`src/rtl/ptp_snap_pkg.sv`:
```
package ptp_snap_pkg;
  localparam int unsigned ADDR_W = 3;
  localparam int unsigned TYPE_W = 2;
  localparam int unsigned NSIDE  = 2;

  // side index doubles as the bit position in the flag register
  localparam int unsigned SIDE_TX = 0;
  localparam int unsigned SIDE_RX = 1;

  localparam logic [TYPE_W-1:0] MSG_SYNC      = 2'd0;
  localparam logic [TYPE_W-1:0] MSG_DELAY_REQ = 2'd1;

  typedef enum logic [ADDR_W-1:0] {
    ADR_FLAGS = 3'd0,
    ADR_RX_LO = 3'd1,
    ADR_RX_HI = 3'd2,
    ADR_TX_LO = 3'd3,
    ADR_TX_HI = 3'd4
  } reg_addr_e;
endpackage

```
`src/rtl/ptp_snap_trigger.sv`:
```
module ptp_snap_trigger
  import ptp_snap_pkg::*;
(
  input  logic              master_mode,
  input  logic              rx_valid,
  input  logic [TYPE_W-1:0] rx_type,
  input  logic              tx_valid,
  input  logic [TYPE_W-1:0] tx_type,
  output logic [NSIDE-1:0]  cap
);
  logic [TYPE_W-1:0] rx_want;
  logic [TYPE_W-1:0] tx_want;

  // master: stamp incoming Delay_Req and outgoing Sync; slave: the reverse
  always_comb begin
    rx_want = master_mode ? MSG_DELAY_REQ : MSG_SYNC;
    tx_want = master_mode ? MSG_SYNC      : MSG_DELAY_REQ;
    cap[SIDE_RX] = rx_valid && (rx_type == rx_want);
    cap[SIDE_TX] = tx_valid && (tx_type == tx_want);
  end
endmodule

```
`src/rtl/ptp_snap_slot.sv`:
```
module ptp_snap_slot #(
  parameter int unsigned TIME_W = 64
) (
  input  logic              clk,
  input  logic              rst,
  input  logic              ts_all,
  input  logic              cap,
  input  logic              clr,
  input  logic [TIME_W-1:0] sys_time,
  output logic [TIME_W-1:0] snap,
  output logic              flag
);
  logic load;

  // a clear in the same cycle releases the lock for this event
  assign load = cap && (ts_all || !flag || clr);

  always_ff @(posedge clk) begin
    if (rst) begin
      snap <= '0;
      flag <= 1'b0;
    end else begin
      if (load) snap <= sys_time;
      if (cap && !ts_all) flag <= 1'b1;
      else if (clr)       flag <= 1'b0;
    end
  end


  property p_cap_sets;
    @(posedge clk) disable iff (rst) (cap && !ts_all) |=> flag;
  endproperty
  cap_sets_flag_chk: assert property (p_cap_sets);


  property p_cap_value;
    @(posedge clk) disable iff (rst) (cap && !flag) |=> (snap == $past(sys_time));
  endproperty
  cap_value_chk: assert property (p_cap_value);


  property p_locked;
    @(posedge clk) disable iff (rst) (flag && !clr && !ts_all) |=> $stable(snap);
  endproperty
  locked_hold_chk: assert property (p_locked);


  property p_clear;
    @(posedge clk) disable iff (rst) (clr && !cap) |=> !flag;
  endproperty
  clear_flag_chk: assert property (p_clear);


  property p_ts_all_flag;
    @(posedge clk) disable iff (rst) (ts_all && !clr) |=> $stable(flag);
  endproperty
  ts_all_flag_chk: assert property (p_ts_all_flag);


  property p_ts_all_load;
    @(posedge clk) disable iff (rst) (ts_all && cap) |=> (snap == $past(sys_time));
  endproperty
  ts_all_load_chk: assert property (p_ts_all_load);
endmodule

```
`src/rtl/ptp_snap_regif.sv`:
```
module ptp_snap_regif
  import ptp_snap_pkg::*;
#(
  parameter int unsigned TIME_W = 64,
  parameter int unsigned REG_W  = 32
) (
  input  logic                         clk,
  input  logic                         rst,
  input  logic                         wr,
  input  logic [ADDR_W-1:0]            addr,
  input  logic [NSIDE-1:0]             wdata,
  input  logic [NSIDE-1:0][TIME_W-1:0] snap,
  input  logic [NSIDE-1:0]             flag,
  output logic [NSIDE-1:0]             clr,
  output logic [REG_W-1:0]             rdata
);
  localparam int unsigned HI_W = TIME_W - REG_W;

  logic [REG_W-1:0] rd_next;

  assign clr = (wr && addr == ADR_FLAGS) ? wdata : '0;

  always_comb begin
    rd_next = '0;
    case (addr)
      ADR_FLAGS: rd_next[NSIDE-1:0] = flag;
      ADR_RX_LO: rd_next = snap[SIDE_RX][REG_W-1:0];
      ADR_RX_HI: rd_next[HI_W-1:0] = snap[SIDE_RX][TIME_W-1:REG_W];
      ADR_TX_LO: rd_next = snap[SIDE_TX][REG_W-1:0];
      ADR_TX_HI: rd_next[HI_W-1:0] = snap[SIDE_TX][TIME_W-1:REG_W];
      default:   rd_next = '0;
    endcase
  end

  always_ff @(posedge clk) begin
    if (rst) rdata <= '0;
    else     rdata <= rd_next;
  end


  property p_reserved;
    @(posedge clk) disable iff (rst) (addr == ADR_FLAGS) |=> (rdata[REG_W-1:NSIDE] == '0);
  endproperty
  reserved_zero_chk: assert property (p_reserved);


  property p_unmapped;
    @(posedge clk) disable iff (rst) (addr > ADR_TX_HI) |=> (rdata == '0);
  endproperty
  unmapped_zero_chk: assert property (p_unmapped);


  property p_clr_only_flags;
    @(posedge clk) disable iff (rst) (addr != ADR_FLAGS) |-> (clr == '0);
  endproperty
  clr_addr_chk: assert property (p_clr_only_flags);
endmodule

```
`src/rtl/ptp_snap_lock.sv`:
```
module ptp_snap_lock
  import ptp_snap_pkg::*;
#(
  parameter int unsigned TIME_W = 64,
  parameter int unsigned REG_W  = 32
) (
  input  logic              clk,
  input  logic              rst,
  input  logic              master_mode,
  input  logic              ts_all,
  input  logic [TIME_W-1:0] sys_time,
  input  logic              rx_evt_valid,
  input  logic [TYPE_W-1:0] rx_evt_type,
  input  logic              tx_evt_valid,
  input  logic [TYPE_W-1:0] tx_evt_type,
  input  logic              reg_wr,
  input  logic [ADDR_W-1:0] reg_addr,
  input  logic [NSIDE-1:0]  reg_wdata,
  output logic [REG_W-1:0]  reg_rdata
);
  logic [NSIDE-1:0]             cap;
  logic [NSIDE-1:0]             clr;
  logic [NSIDE-1:0]             flag;
  logic [NSIDE-1:0][TIME_W-1:0] snap;

  ptp_snap_trigger u_trig (
    .master_mode (master_mode),
    .rx_valid    (rx_evt_valid),
    .rx_type     (rx_evt_type),
    .tx_valid    (tx_evt_valid),
    .tx_type     (tx_evt_type),
    .cap         (cap)
  );

  for (genvar s = 0; s < NSIDE; s++) begin : g_side
    ptp_snap_slot #(.TIME_W(TIME_W)) u_slot (
      .clk      (clk),
      .rst      (rst),
      .ts_all   (ts_all),
      .cap      (cap[s]),
      .clr      (clr[s]),
      .sys_time (sys_time),
      .snap     (snap[s]),
      .flag     (flag[s])
    );
  end

  ptp_snap_regif #(.TIME_W(TIME_W), .REG_W(REG_W)) u_regif (
    .clk   (clk),
    .rst   (rst),
    .wr    (reg_wr),
    .addr  (reg_addr),
    .wdata (reg_wdata),
    .snap  (snap),
    .flag  (flag),
    .clr   (clr),
    .rdata (reg_rdata)
  );


  property p_rx_trigger;
    @(posedge clk) disable iff (rst) cap[SIDE_RX] |-> (rx_evt_valid && rx_evt_type[1] == 1'b0);
  endproperty
  rx_trigger_chk: assert property (p_rx_trigger);


  property p_tx_trigger;
    @(posedge clk) disable iff (rst) cap[SIDE_TX] |-> (tx_evt_valid && tx_evt_type[1] == 1'b0);
  endproperty
  tx_trigger_chk: assert property (p_tx_trigger);
endmodule

```
`config.mk`:
```
export PLATFORM = sky130hd
export DESIGN_NAME = ptp_snap_lock
export DESIGN_NICKNAME = d
export VERILOG_FILES = /design/src/rtl/ptp_snap_pkg.sv /design/src/rtl/ptp_snap_trigger.sv /design/src/rtl/ptp_snap_slot.sv /design/src/rtl/ptp_snap_regif.sv /design/src/rtl/ptp_snap_lock.sv
export SDC_FILE = /design/constraint.sdc
export NUM_CORES = 1
export LEC_CHECK = 0
export ABC_CLOCK_PERIOD_IN_PS = 1600
export BUFFER_PORTS_ARGS = -buffer_cell sky130_fd_sc_hd__buf_2
export CORE_UTILIZATION = 45
export DETAILED_ROUTE_END_ITERATION = 10
export PLACE_DENSITY_LB_ADDON = 0.15
export SETUP_SLACK_MARGIN = 0.5
export SYNTH_ARGS = -nofsm -noshare
export SYNTH_HDL_FRONTEND = slang
export SYNTH_HIERARCHICAL = 1
export SYNTH_SLANG_ARGS = --single-unit
```
`constraint.sdc`:
```
create_clock -name clk -period 1.6 [get_ports clk]
set_clock_uncertainty 0.05 [all_clocks]
set_input_delay 0.24 -clock clk [delete_from_list [all_inputs] [get_ports clk]]
set_output_delay 0.24 -clock clk [all_outputs]
set_load 0.01 [all_outputs]
```
### After elaboration in Yosys (flattened, before gate mapping)

Cells that the tools add are included.

| cells by class | value |
|---|---|
| equal/unequal tests | 6 |
| muxes and demuxes | 9 |
| reductions and logical operators | 17 |

Operators by type and width:

| cell | count |
|---|---|
| one-hot mux 30 bit (4 select lines) | 1 |
| one-hot mux 2 bit (5 select lines) | 1 |
| logical AND 1 bit | 7 |
| == test 3 x 2 -> 1 bit, second input constant | 2 |
| 2-to-1 mux 1 bit | 6 |
| == test 2 bit | 2 |
| logical OR 1 bit | 4 |
| nonzero test 2 bit | 2 |
| == test 3 x 1 -> 1 bit, second input constant | 1 |
| == test 3 bit, second input constant | 1 |
| logical NOT 1 bit | 3 |
| logical NOT 3 bit | 1 |
| 2-to-1 mux 2 bit | 1 |

| storage, ports and cells | value |
|---|---|
| register bits | 162 |
| output and inout port bits | 32 |
| logic and storage cells | 37 |

### Depth between registers and ports, before layout

Gate-level depths: netlist (run 1).

| depth | value |
|---|---|
| depth after elaboration | 5 |
| gate-level depth with buffers | 8 |

### Hierarchy

The synthesis (run 1) kept the hierarchy.

By module, submodules not included:

| module | times used | cells each | area each (sq um) | sequential area each (sq um) |
|---|---|---|---|---|
| ptp_snap_slot | 2 | 282 | 2976.6 | 1301.2 |
| ptp_snap_regif | 1 | 164 | 1531.5 | 640.6 |
| ptp_snap_trigger | 1 | 4 | 42.5 | 0.0 |

### Least setup slack after synthesis (run 1)

OpenSTA, ideal clock, no wires.

| timing path | value |
|---|---|
| kind | input-to-reg |
| from | in reg_addr[1] |
| to | reg g_side[0].u_slot.snap[0] |
| setup time | 118 ps |
| data arrival time | 1414 ps |
| slack | 18 ps |
| stages on the path | 8 |
| path buffers | 3 |
| cells stage by stage | buf_2 nor2_1 and4b_1 nand2b_4 o21a_4 buf_12 buf_12 mux2i_1 |

| between the ends | value |
|---|---|
| word-level cells in the longest chain between the ends | 5 |

Ends and longest elaborated chain:

| what | RTL line | text |
|---|---|---|
| from (decl) | ptp_snap_lock.sv:17 | `input logic [ADDR_W-1:0] reg_addr,` |
| logical NOT 3 bit | ptp_snap_regif.sv:21 | `assign clr = (wr && addr == ADR_FLAGS) ? wdata : '0;` |
| logical AND 1 bit | ptp_snap_regif.sv:21 |  |
| 2-to-1 mux 2 bit | ptp_snap_regif.sv:21 |  |
| named net clr[0] | ptp_snap_lock.sv:22 | `logic [NSIDE-1:0] clr;` |
| logical OR 1 bit | ptp_snap_slot.sv:16 | `assign load = cap && (ts_all \|\| !flag \|\| clr);` |
| logical AND 1 bit | ptp_snap_slot.sv:16 |  |
| to (signal assigned) | ptp_snap_slot.sv:23 | `if (load) snap <= sys_time;` |
| to (decl) | ptp_snap_slot.sv:10 | `output logic [TIME_W-1:0] snap,` |

The timed path passes the listed nets, and every way through them passes these cells.
A chain may end at the register's enable or synchronous reset.

### Final worst setup path (run 1)

| timing path | value |
|---|---|
| from | in reg_addr[1] |
| to | reg g_side[0].u_slot.snap[18] |

Same word-level chain as after synthesis.

==> results of run 1 <==
## cell usage in the layout (no fill, tap or decap), drive strengths merged, types with 2 or more instances in the layout
cell	n
nand2b	260
dfxtp	162
buf	146
mux2i	129
a22oi	60
a21oi	32
clkbuf	26
clkinvlp	6
nor3b	5
nand2	3
clkinv	3
o21a	3
inv	3
and4b	2
## layer usage
metal	GRT usage, %	share of wire (%)	routed length [µm]	vias to the layer above
li1	-	-	-	2704
met2	34.6	49	8900	123
met4	5.68	0.97	177	0
met3	5.29	4.7	860	12
met1	26.0	45	8250	2637
met5	0	0	0	-
## logic make-up (layout without fill, tap and decap cells)
group | after synthesis | after routing | share of synthesized area (%)
AND/OR/NAND/NOR | 275 | 275 | 23.6
buffers and inverters | 62 | 185 | 6.58
flip-flops | 162 | 162 | 43.1
other | 0 | 1 | 0
AO/OA/AOI/OAI | 102 | 103 | 9.34
multiplexers | 129 | 129 | 17.2
XOR/XNOR | 2 | 2 | 0.233
## state kept, by name (all words and copies together), names as in the netlist
signal and flops:
g_side.u_slot/snap 128, g_side.u_slot/flag 2, u_regif/rdata 32
## final cells by class
class                   count  area (µm²)
diodes                      1        2.50
multi-input cells         509        3910
fillers                  1431        6860
clock buffers              21         460
repair buffers            151        1240
well taps                 216         270
inverters                   2        7.51
clock inverters            11         106
flip-flops and latches    162        3260
## worst max-delay path, delay by kind of cell
kind            cells  cell delay (ns)
simple gates        3             0.48
compound gates      1             0.28
mux                 1             0.19
buf+inv             2             0.34
## what timing repair did
| item | CTS | global route |
|---|---|---|
| pin swaps | 0 | 2 |
| setup buffers | 0 | 3 |
| setup endpoints to repair | 160 | 184 |
| gates resized for setup | 18 | 31 |
| gates cloned | 1 | 7 |
## Yosys cell counts (2+ instances only)
library cell	n	share of area, %
nand2_1	3	0.15
nor3b_2	4	0.66
and4b_1	2	0.27
buf_2	16	1.1
o21a_4	2	0.40
a22oi_1	60	6.0
dfxtp_1	162	43
buf_4	4	0.40
nand2b_1	258	21
buf_12	14	3.7
a21oi_1	32	2.1
inv_1	2	0.10
clkbuf_1	26	1.3
nand2b_4	2	0.37
mux2i_1	129	17
## final timing paths
kind                            slack, ns                        end  cells past startpoint                startpoint
worst max register to register       0.36  g_side[0].u_slot/snap[18]                      4     g_side[0].u_slot/flag
worst max-delay path                 0.36  g_side[0].u_slot/snap[18]                      7               reg_addr[1]
worst min register to register       0.42   g_side[0].u_slot/snap[5]                      2  g_side[0].u_slot/snap[5]
worst min-delay path                 0.04  g_side[0].u_slot/snap[12]                      3              sys_time[12]
## power groups by stage
stage	combinational, µW	clock [µW]	sequential (µW)
6_report	986	3890	4260
5_1_grt	1070	4150	4270
4_1_cts	929	3980	4250
3_5_place_dp	910	0	4340
3_3_place_gp	882	0	4330
2_1_floorplan	651	0	4320
## per-stage QoR
| stage | cell area [µm²] | setup WS, ns | std cells | setup TNS [ns] |
|---|---|---|---|---|
| 6_report | 9260 | 0.363 | 1073 | 0 |
| 3_5_place_dp | 8330 | -0.0201 | 1029 | -0.0706 |
| 3_3_place_gp | 8330 | 0.0510 | 1029 | 0 |
| 2_1_floorplan | 7650 | 0.161 | 732 | 0 |
| 4_1_cts | 8990 | 0.401 | 1062 | 0 |
| 5_1_grt | 9260 | 0.330 | 1072 | 0 |
==> results.ini, run 1 <==
[route]
dr.first_iter.drc_count=342
dr.pass1.iters=5
routed_via_density=5.10
via_count=5476
drc=0
postRouteAntennaNets=0
wl_per_cell_um=16.9
routed_wl_mm=18.2

[sta]
period_needed_ns=1.24
hold_viol=0
fin_hold_ws_ns=0.0357
rsz0062_at_grt=true
setup_viol=0
post-route-period-util_pct=77.3
drv_slew=0
timing.fmax_ghz=0.808
worst_slew_pin_slew_ns=0.348
slew_headroom_pct=76.7

[global_routing]
grtUsageTotal_pct=20.6
grt_max_degree=87
globalRouteOverflowTotal=0
grt_pass1_wl_mm=27.9
antenna_found_initial=1
grt_pass1_vias=5457

[clock_tree]
numCtsBuffers=17
tritoncts=done
path_clk_slew_ns=0.07
cts-root-buf=clkbuf_16
clock_sink_count=162
insertion_delay_ns=0.42
postCtsHoldBufs=0
clock_tree.buffer_depth=2
htree_levels=4

[final_layout]
nets=923
syn_to_final_growth_pct=23.0
drive_above_1_share_pct=27.0
postLayoutCoreUtil_pct=57.5

[floorplanning]
rows=46
dieArea_um2=17200
io_pins=112
core_um2=16100
die-width_um=131
die_h_um=131
start_util_pct=46.7

[power_and_ir_drop]
p_total_uw=9130
power_frac_seq_pct=46.6
ir_drop_mv=0.769
sw_frac_of_total_pct=24.3
p_leak_uw=0.00337
clock_power_share_pct=42.6
p_per_area_nw_per_um2=986
p_comb_share_pct=10.8
p_int_uw=6910
switchingPower_uw=2220

[critical_path]
crit_type=primary input to register
setup.worst_path.end_class=register
cp.required_ns=1.90
crit_slowest_cell=o21a_4
critPathLaunchType=primary input
crit_chain=buf_2, nor2_4, and4b_1, nand2b_4, o21a_4, clkbuf_16, mux2i_1
slowest_delay_ns=0.28
worst-endpoint-arrival_ns=1.54
path_max_fanout=7

[min_path]
hold_class=primary input to register

[synthesis]
synth_area_um2=7530
yosysSeqAreaShare_pct=43.1
ys_ff_latch=162
synth_warnings=6
syn-num-nets=812
synthFlopType=dfxtp_1
synth_edf_count=0
synth.distinct_cells=31
postSynthAreaPerCell_um2=10.3
synthArstFlopShare_pct=0
synthCells=732

[place]
gp_congestion=0.755
io_buffers=111
post-dp-hpwl_mm=11.7

[outcome]
status=complete, no violations

[run]
cap_viol_max_count=0

Note: power is estimated with default switching activity, not from simulation.
==> run 2, diff against run 1 <==
--- a/config.mk
+++ b/config.mk
@@ -5,7 +5,7 @@
 export SDC_FILE = /design/constraint.sdc
 export NUM_CORES = 1
 export LEC_CHECK = 0
-export ABC_CLOCK_PERIOD_IN_PS = 1600
+export ABC_CLOCK_PERIOD_IN_PS = 1100
 export BUFFER_PORTS_ARGS = -buffer_cell sky130_fd_sc_hd__buf_2
 export CORE_UTILIZATION = 45
 export DETAILED_ROUTE_END_ITERATION = 10
==> constraint.sdc (replaced) <==
create_clock -name clk -period 1.1 [get_ports clk]
set_clock_uncertainty 0.05 [all_clocks]
set_input_delay 0.165 -clock clk [delete_from_list [all_inputs] [get_ports clk]]
set_output_delay 0.165 -clock clk [all_outputs]
set_load 0.01 [all_outputs]
==> run 2 against run 1 <==
The flow now finishes with violations (hold timing, setup timing). Design area up 9.4%. Hold slack worse by 0.084 ns. Via count up 2.0%. Wire length is 3.7% higher. Die area did not move. Final cell count is 2.3% higher. Register-to-register slack worse by 0.46 ns. Global-route usage is 1.3 points higher. Critical endpoint is now g_side[0].u_slot/snap[53]. Highest routed layer unchanged.
==> results.ini, run 2 (synthesis results as in run 1) <==
[floorplanning]
die_h_um=131  ; unchanged
start_util_pct=46.7  ; unchanged
core_um2=16100  ; unchanged
die-width_um=131  ; unchanged
io_pins=112  ; unchanged
rows=46  ; unchanged
dieArea_um2=17200  ; unchanged

[critical_path]
reg2reg_from=g_side[0].u_slot/flag
setup.worst_path.end_class=register
path_max_fanout=21  ; +14
worst-endpoint-arrival_ns=1.50  ; -0.04 ns
crit_buf_inv=1  ; -1
crit_type=register to register
crit_slowest_cell=dfxtp_2
crit_chain=nand2b_4, o21a_4, buf_12, mux2i_1
r2r_setup_slack_ns=-0.09  ; -0.46 ns
cp-endpoint=g_side[0].u_slot/snap[53]
cp.required_ns=1.40  ; -0.50 ns
path_depth=4  ; -3
r2r-end=g_side[0].u_slot/snap[53]
reg2reg_depth=4  ; unchanged
crit_path_start=g_side[0].u_slot/flag
path_delay_family=flip-flops
critPathLaunchType=register
slowest_delay_ns=0.33  ; +0.05 ns

[min_path]
hold_class=primary input to register

[global_routing]
grt_pass1_wl_mm=29.7  ; +6.4%
grt_pass1_vias=5766  ; +5.7%
globalRouteOverflowTotal=0  ; unchanged
grtUsageTotal_pct=21.9  ; +1.3 points
grt_max_degree=93  ; +6.9%
antenna_found_initial=0  ; -1

[power_and_ir_drop]
switchingPower_uw=3260  ; +47%
p_per_area_nw_per_um2=1400  ; +42%
power_frac_seq_pct=43.7  ; -2.9 points
ir_drop_mv=1.14  ; +48%
sw_frac_of_total_pct=22.9  ; -1.4 points
p_int_uw=11000  ; +59%
clock_power_share_pct=44.6  ; +2.0 points
p_comb_share_pct=11.7  ; +0.9 points
p_leak_uw=0.00364  ; +7.9%

[final_layout]
reg_top3=g_side.u_slot/snap x128, u_regif/rdata x32, g_side.u_slot/flag x2
final_common_cell=nand2b_1
multiInputGateArea_um2=4280  ; +9.7%
final_cell_mix=nand2b_1, dfxtp_1, mux2i_1, buf_2, a22oi_2
regMostFlops=g_side.u_slot/snap
drive_above_1_share_pct=37.7  ; +11 points
syn_to_final_growth_pct=34.6
largest_reg_flops=128  ; unchanged
design_area_um2=10100  ; +9.4%
fillCellCount=1281  ; -10%
nets=950  ; +2.9%
register_area_um2=3270  ; +0.11%

[clock_tree]
htree_levels=4  ; unchanged
cts-root-buf=clkbuf_16
numCtsBuffers=17  ; unchanged
insertion_delay_ns=0.43  ; about the same
tritoncts=done
path_clk_slew_ns=0.06  ; about the same
clock_sink_count=162  ; unchanged
clock_tree.buffer_depth=2  ; unchanged

[place]
gp_congestion=0.750  ; -0.61%
post-dp-hpwl_mm=11.8  ; +0.49%
place_ws_ns=-0.436  ; -0.416 ns
placed_area_um2=8440  ; +1.3%
io_buffers=111  ; unchanged

[sta]
post-route-period-util_pct=108
hold_viol=118  ; +118
worst_slew_pin_slew_ns=0.295  ; -0.0531 ns
drv_slew=0  ; unchanged
rsz0062_at_grt=true
period_needed_ns=1.19
fin_hold_ws_ns=-0.0479  ; -0.0835 ns
timing.fmax_ghz=0.839
timing.setup.tns_ns=-5.44  ; -5.44 ns
setup_viol=118  ; +118
slew_headroom_pct=80.2  ; +3.5 points
setup_slack_ns=-0.0924  ; -0.455 ns

[outcome]
violations=hold timing, setup timing
status=finished with violations

[route]
routed_wl_mm=18.9  ; +3.7%
dr.first_iter.drc_count=249  ; -27%
wl_per_cell_um=17.2  ; +1.3%
via_count=5588  ; +2.0%
dr.pass1.iters=4  ; -1
postRouteAntennaNets=0  ; unchanged
drc=0  ; unchanged
routed_via_density=5.09  ; -0.28%

[run]
cap_viol_max_count=0  ; unchanged

[run 2: worst register-to-register path, delay by kind of cell (launching register included)]
family	cells	cell delay (ns)
DFF	1	0.33
buffers and inverters	1	0.23
AOI/OAI and AO/OA	1	0.22
muxes	1	0.22
and+or+nand+nor	1	0.07
[run 2: repair_timing]
action | in CTS | in global routing
pin swaps | 46 | 24
setup buffers | 16 | 5
setup endpoints to repair | 194 | 194
cloned | 5 | 2
endpoints found under the hold margin | 127 | 112
gates resized for setup | 132 | 42
[run 2: metal layers]
metal / global-route usage [%] / vias to the layer above / share of wire [%]
li1: - / 2760 / -
met1: 27.1 / 2684 / 45
met2: 36.6 / 109 / 49
met3: 4.55 / 35 / 3.0
met4: 9.30 / 0 / 2.3
met5: 0 / - / 0
[run 2: metrics by stage]
stage	total power (µW)	util (%)	hold WS (ns)	cells
floorplan	7240	-	0.187	732
global placement	7620	52.4	0.390	1039
detailed placement	7660	52.4	0.397	1039
CTS	14200	61.2	-0.0581	1090
global route	14700	62.8	-0.0472	1097
finish	14200	62.9	-0.0479	1098
[run 2: power groups by stage]
stage,Sequential (µW),Clock [µW],Combinational (µW)
final,6220,6340,1660
after global routing,6240,6670,1770
after CTS,6210,6450,1580
after detailed placement,6320,0,1350
after global placement,6310,0,1310
after floorplan,6290,0,946
[run 2: how the worst min path moves through the flow]
stage	slack (ns)	cells past startpoint	from	to
2_1_floorplan	0.19	1	rst	u_regif/rdata[1]
3_5_place_dp	0.40	3	sys_time[15]	g_side[1].u_slot/snap[15]
5_1_grt	-0.05	3	sys_time[15]	g_side[1].u_slot/snap[15]
3_3_place_gp	0.39	3	sys_time[2]	g_side[0].u_slot/snap[2]
4_1_cts	-0.06	3	sys_time[30]	g_side[0].u_slot/snap[30]
6_report	-0.05	3	sys_time[30]	g_side[0].u_slot/snap[30]
[run 2: area by class of cell]
| class | instances | area share, % |
|---|---|---|
| multi-input cells | 508 | 42.3 |
| flip-flops and latches | 162 | 32.3 |
| repair buffers | 179 | 16.5 |
| clock buffers | 20 | 4.31 |
| well taps | 216 | 2.67 |
| clock inverters | 10 | 1.83 |
| inverters | 2 | 0.0741 |
| diodes | 1 | 0.0247 |
==> run 3, diff against run 2 <==
--- a/config.mk
+++ b/config.mk
@@ -7,6 +7,7 @@
 export LEC_CHECK = 0
 export ABC_CLOCK_PERIOD_IN_PS = 1100
 export BUFFER_PORTS_ARGS = -buffer_cell sky130_fd_sc_hd__buf_2
+export CORE_ASPECT_RATIO = 0.8
 export CORE_UTILIZATION = 45
 export DETAILED_ROUTE_END_ITERATION = 10
 export PLACE_DENSITY_LB_ADDON = 0.15
==> run 3 against run 2 <==
The run still ends with hold timing, setup timing left. Utilization increased by 2.8 points. Design area rose by 4.0%. Critical path depth unchanged. Flip-flop and latch count unchanged. Count of clock-buffer cells in the layout grew 3. Register-to-register slack hardly changed. Sequential share of layout area fell by 1.2 points. Non-clock buffer count up 12. Critical path type unchanged. Highest routed layer unchanged.
==> results.ini, run 3 (synthesis results as in run 1) <==
[outcome]
status=finished with violations
violations=hold timing, setup timing

[final_layout]
fillCellCount=1199  ; -6.4%
nets=963  ; +1.4%
drive_above_1_share_pct=37.0  ; -0.70 points
largest_reg_flops=128  ; unchanged
final_common_cell=nand2b_1
register_area_um2=3270  ; +0.19%
final_cell_mix=nand2b_1, dfxtp_1, mux2i_1, buf_2, a22oi_2
syn_to_final_growth_pct=40.0
regMostFlops=g_side.u_slot/snap
multiInputGateArea_um2=4200  ; -1.9%
n_antenna_cell=0  ; -1
postLayoutCoreUtil_pct=65.6  ; +2.8 points
reg_top3=g_side.u_slot/snap x128, u_regif/rdata x32, g_side.u_slot/flag x2

[clock_tree]
htree_levels=4  ; unchanged
clock_tree.buffer_depth=2  ; unchanged
numCtsBuffers=17  ; unchanged
insertion_delay_ns=0.42  ; about the same
tritoncts=done
clock_sink_count=162  ; unchanged
cts-root-buf=clkbuf_16
path_clk_slew_ns=0.06  ; about the same

[global_routing]
grt_pass1_wl_mm=30.6  ; +2.9%
antenna_found_initial=0  ; unchanged
grt_max_degree=97  ; +4.3%
grtUsageTotal_pct=22.8  ; +0.98 points
globalRouteOverflowTotal=0  ; unchanged
grt_pass1_vias=5799  ; +0.57%

[floorplanning]
io_pins=112  ; unchanged
dieArea_um2=17300  ; about the same
die-width_um=147  ; +12%
core_um2=16100  ; -0.37%
start_util_pct=46.9  ; +0.17 points
rows=41  ; -11%
die_h_um=118  ; -10%

[power_and_ir_drop]
p_total_uw=14200  ; about the same
p_per_area_nw_per_um2=1350  ; -3.8%
p_leak_uw=0.00383  ; +5.4%
ir_drop_mv=0.926  ; -19%

[route]
dr.pass1.iters=4  ; unchanged
routed_via_density=5.13  ; +0.78%
drc=0  ; unchanged
dr.first_iter.drc_count=268  ; +7.6%
via_count=5693  ; +1.9%
routed_wl_mm=20.1  ; +6.7%
postRouteAntennaNets=0  ; unchanged
wl_per_cell_um=18.1  ; +5.6%

[critical_path]
path_delay_family=flip-flops
worst-endpoint-arrival_ns=1.50  ; about the same
critPathLaunchType=register
setup.worst_path.end_class=register
r2r_setup_slack_ns=-0.10  ; about the same
crit_chain=nand2b_4, o21a_4, clkbuf_16, mux2i_1
cp.required_ns=1.40  ; about the same
crit_buf_inv=1  ; unchanged
crit_type=register to register
crit_slowest_cell=dfxtp_2
path_max_fanout=7  ; -67%
slowest_delay_ns=0.33  ; about the same

[sta]
drv_slew=0  ; unchanged
rsz0062_at_grt=true
timing.fmax_ghz=0.830  ; -0.98%
setup_slack_ns=-0.104  ; -0.0118 ns
slew_headroom_pct=77.1  ; -3.1 points
timing.setup.tns_ns=-6.06  ; -0.622 ns
fin_hold_ws_ns=-0.0372  ; +0.0106 ns
post-route-period-util_pct=109  ; +1.1 points
hold_viol=108  ; -8.5%
worst_slew_pin_slew_ns=0.343  ; +0.0481 ns
setup_viol=134  ; +14%
period_needed_ns=1.20  ; +0.0118 ns

[place]
io_buffers=111  ; unchanged
post-dp-hpwl_mm=11.1  ; -5.6%
gp_congestion=0.742  ; -1.1%

[min_path]
hold_class=primary input to register

[run]
cap_viol_max_count=0  ; unchanged

## run 3: changes by cell type in the layout (fill, tap and decap cells not counted), sizes merged
cell	change
buf	+10
clkbuf	+5
bufinv	-2
clkinv	-1
diode	-1
inv	+1
o21a	+1
## run 3: layer usage
metal | vias up | wire length (µm) | GRT usage, % | part of all wire, %
met1 | 2747 | 9090 | 29.2 | 45
met2 | 124 | 9850 | 37.9 | 49
met5 | - | 0 | 0 | 0
met4 | 0 | 238 | 5.99 | 1.2
met3 | 25 | 939 | 5.97 | 4.7
li1 | 2797 | - | - | -
## run 3: worst paths after layout
| kind | from | endpoint | cells after the start |
|---|---|---|---|
| setup / recovery | g_side[1].u_slot/flag | g_side[1].u_slot/snap[20] | 4 |
| hold / removal | sys_time[49] | g_side[0].u_slot/snap[49] | 3 |
| setup reg to reg | g_side[1].u_slot/flag | g_side[1].u_slot/snap[20] | 4 |
| hold reg to reg | g_side[1].u_slot/snap[25] | g_side[1].u_slot/snap[25] | 2 |
## run 3: power breakdown
part	switching, µW	internal, µW	total (µW)
Clock	2340	3810	6150
Sequential	138	6080	6220
Combinational	832	1050	1880
Total	3310	10900	14200
## run 3: cell type report
| class | instances | area share (%) |
|---|---|---|
| Tap cell | 215 | 2.55 |
| Multi-Input combinational cell | 509 | 39.9 |
| Clock inverter | 8 | 1.19 |
| Timing Repair Buffer | 191 | 20.6 |
| Sequential cell | 162 | 31.1 |
| Clock buffer | 23 | 4.63 |
| Inverter | 2 | 0.0712 |
## run 3: worst reg2reg max path: stages, from the launching register on
cell and delay, ns:
dfxtp_2 0.33, nand2b_4 0.09, o21a_4 0.26, clkbuf_16 0.22
mux2i_1 0.19
## run 3: repair_timing
action                     4_1_cts  5_1_grt
setup endpoints to repair      194      194
pin swaps                       49       27
resized for setup              117       46
buffers inserted                19        3
hold endpoints to repair       128      100
gates cloned                    13        7
## run 3: per-stage QoR
step           setup slack, ns  cell area (µm²)  hold WS [ns]  cells
3_5_place_dp            -0.431             8530         0.397   1037
5_1_grt                 -0.133            10500       -0.0517   1110
6_report                -0.104            10500       -0.0372   1110
2_1_floorplan           -0.264             7640         0.187    732
4_1_cts                -0.0909            10200       -0.0495   1100
3_3_place_gp            -0.384             8530         0.388   1037
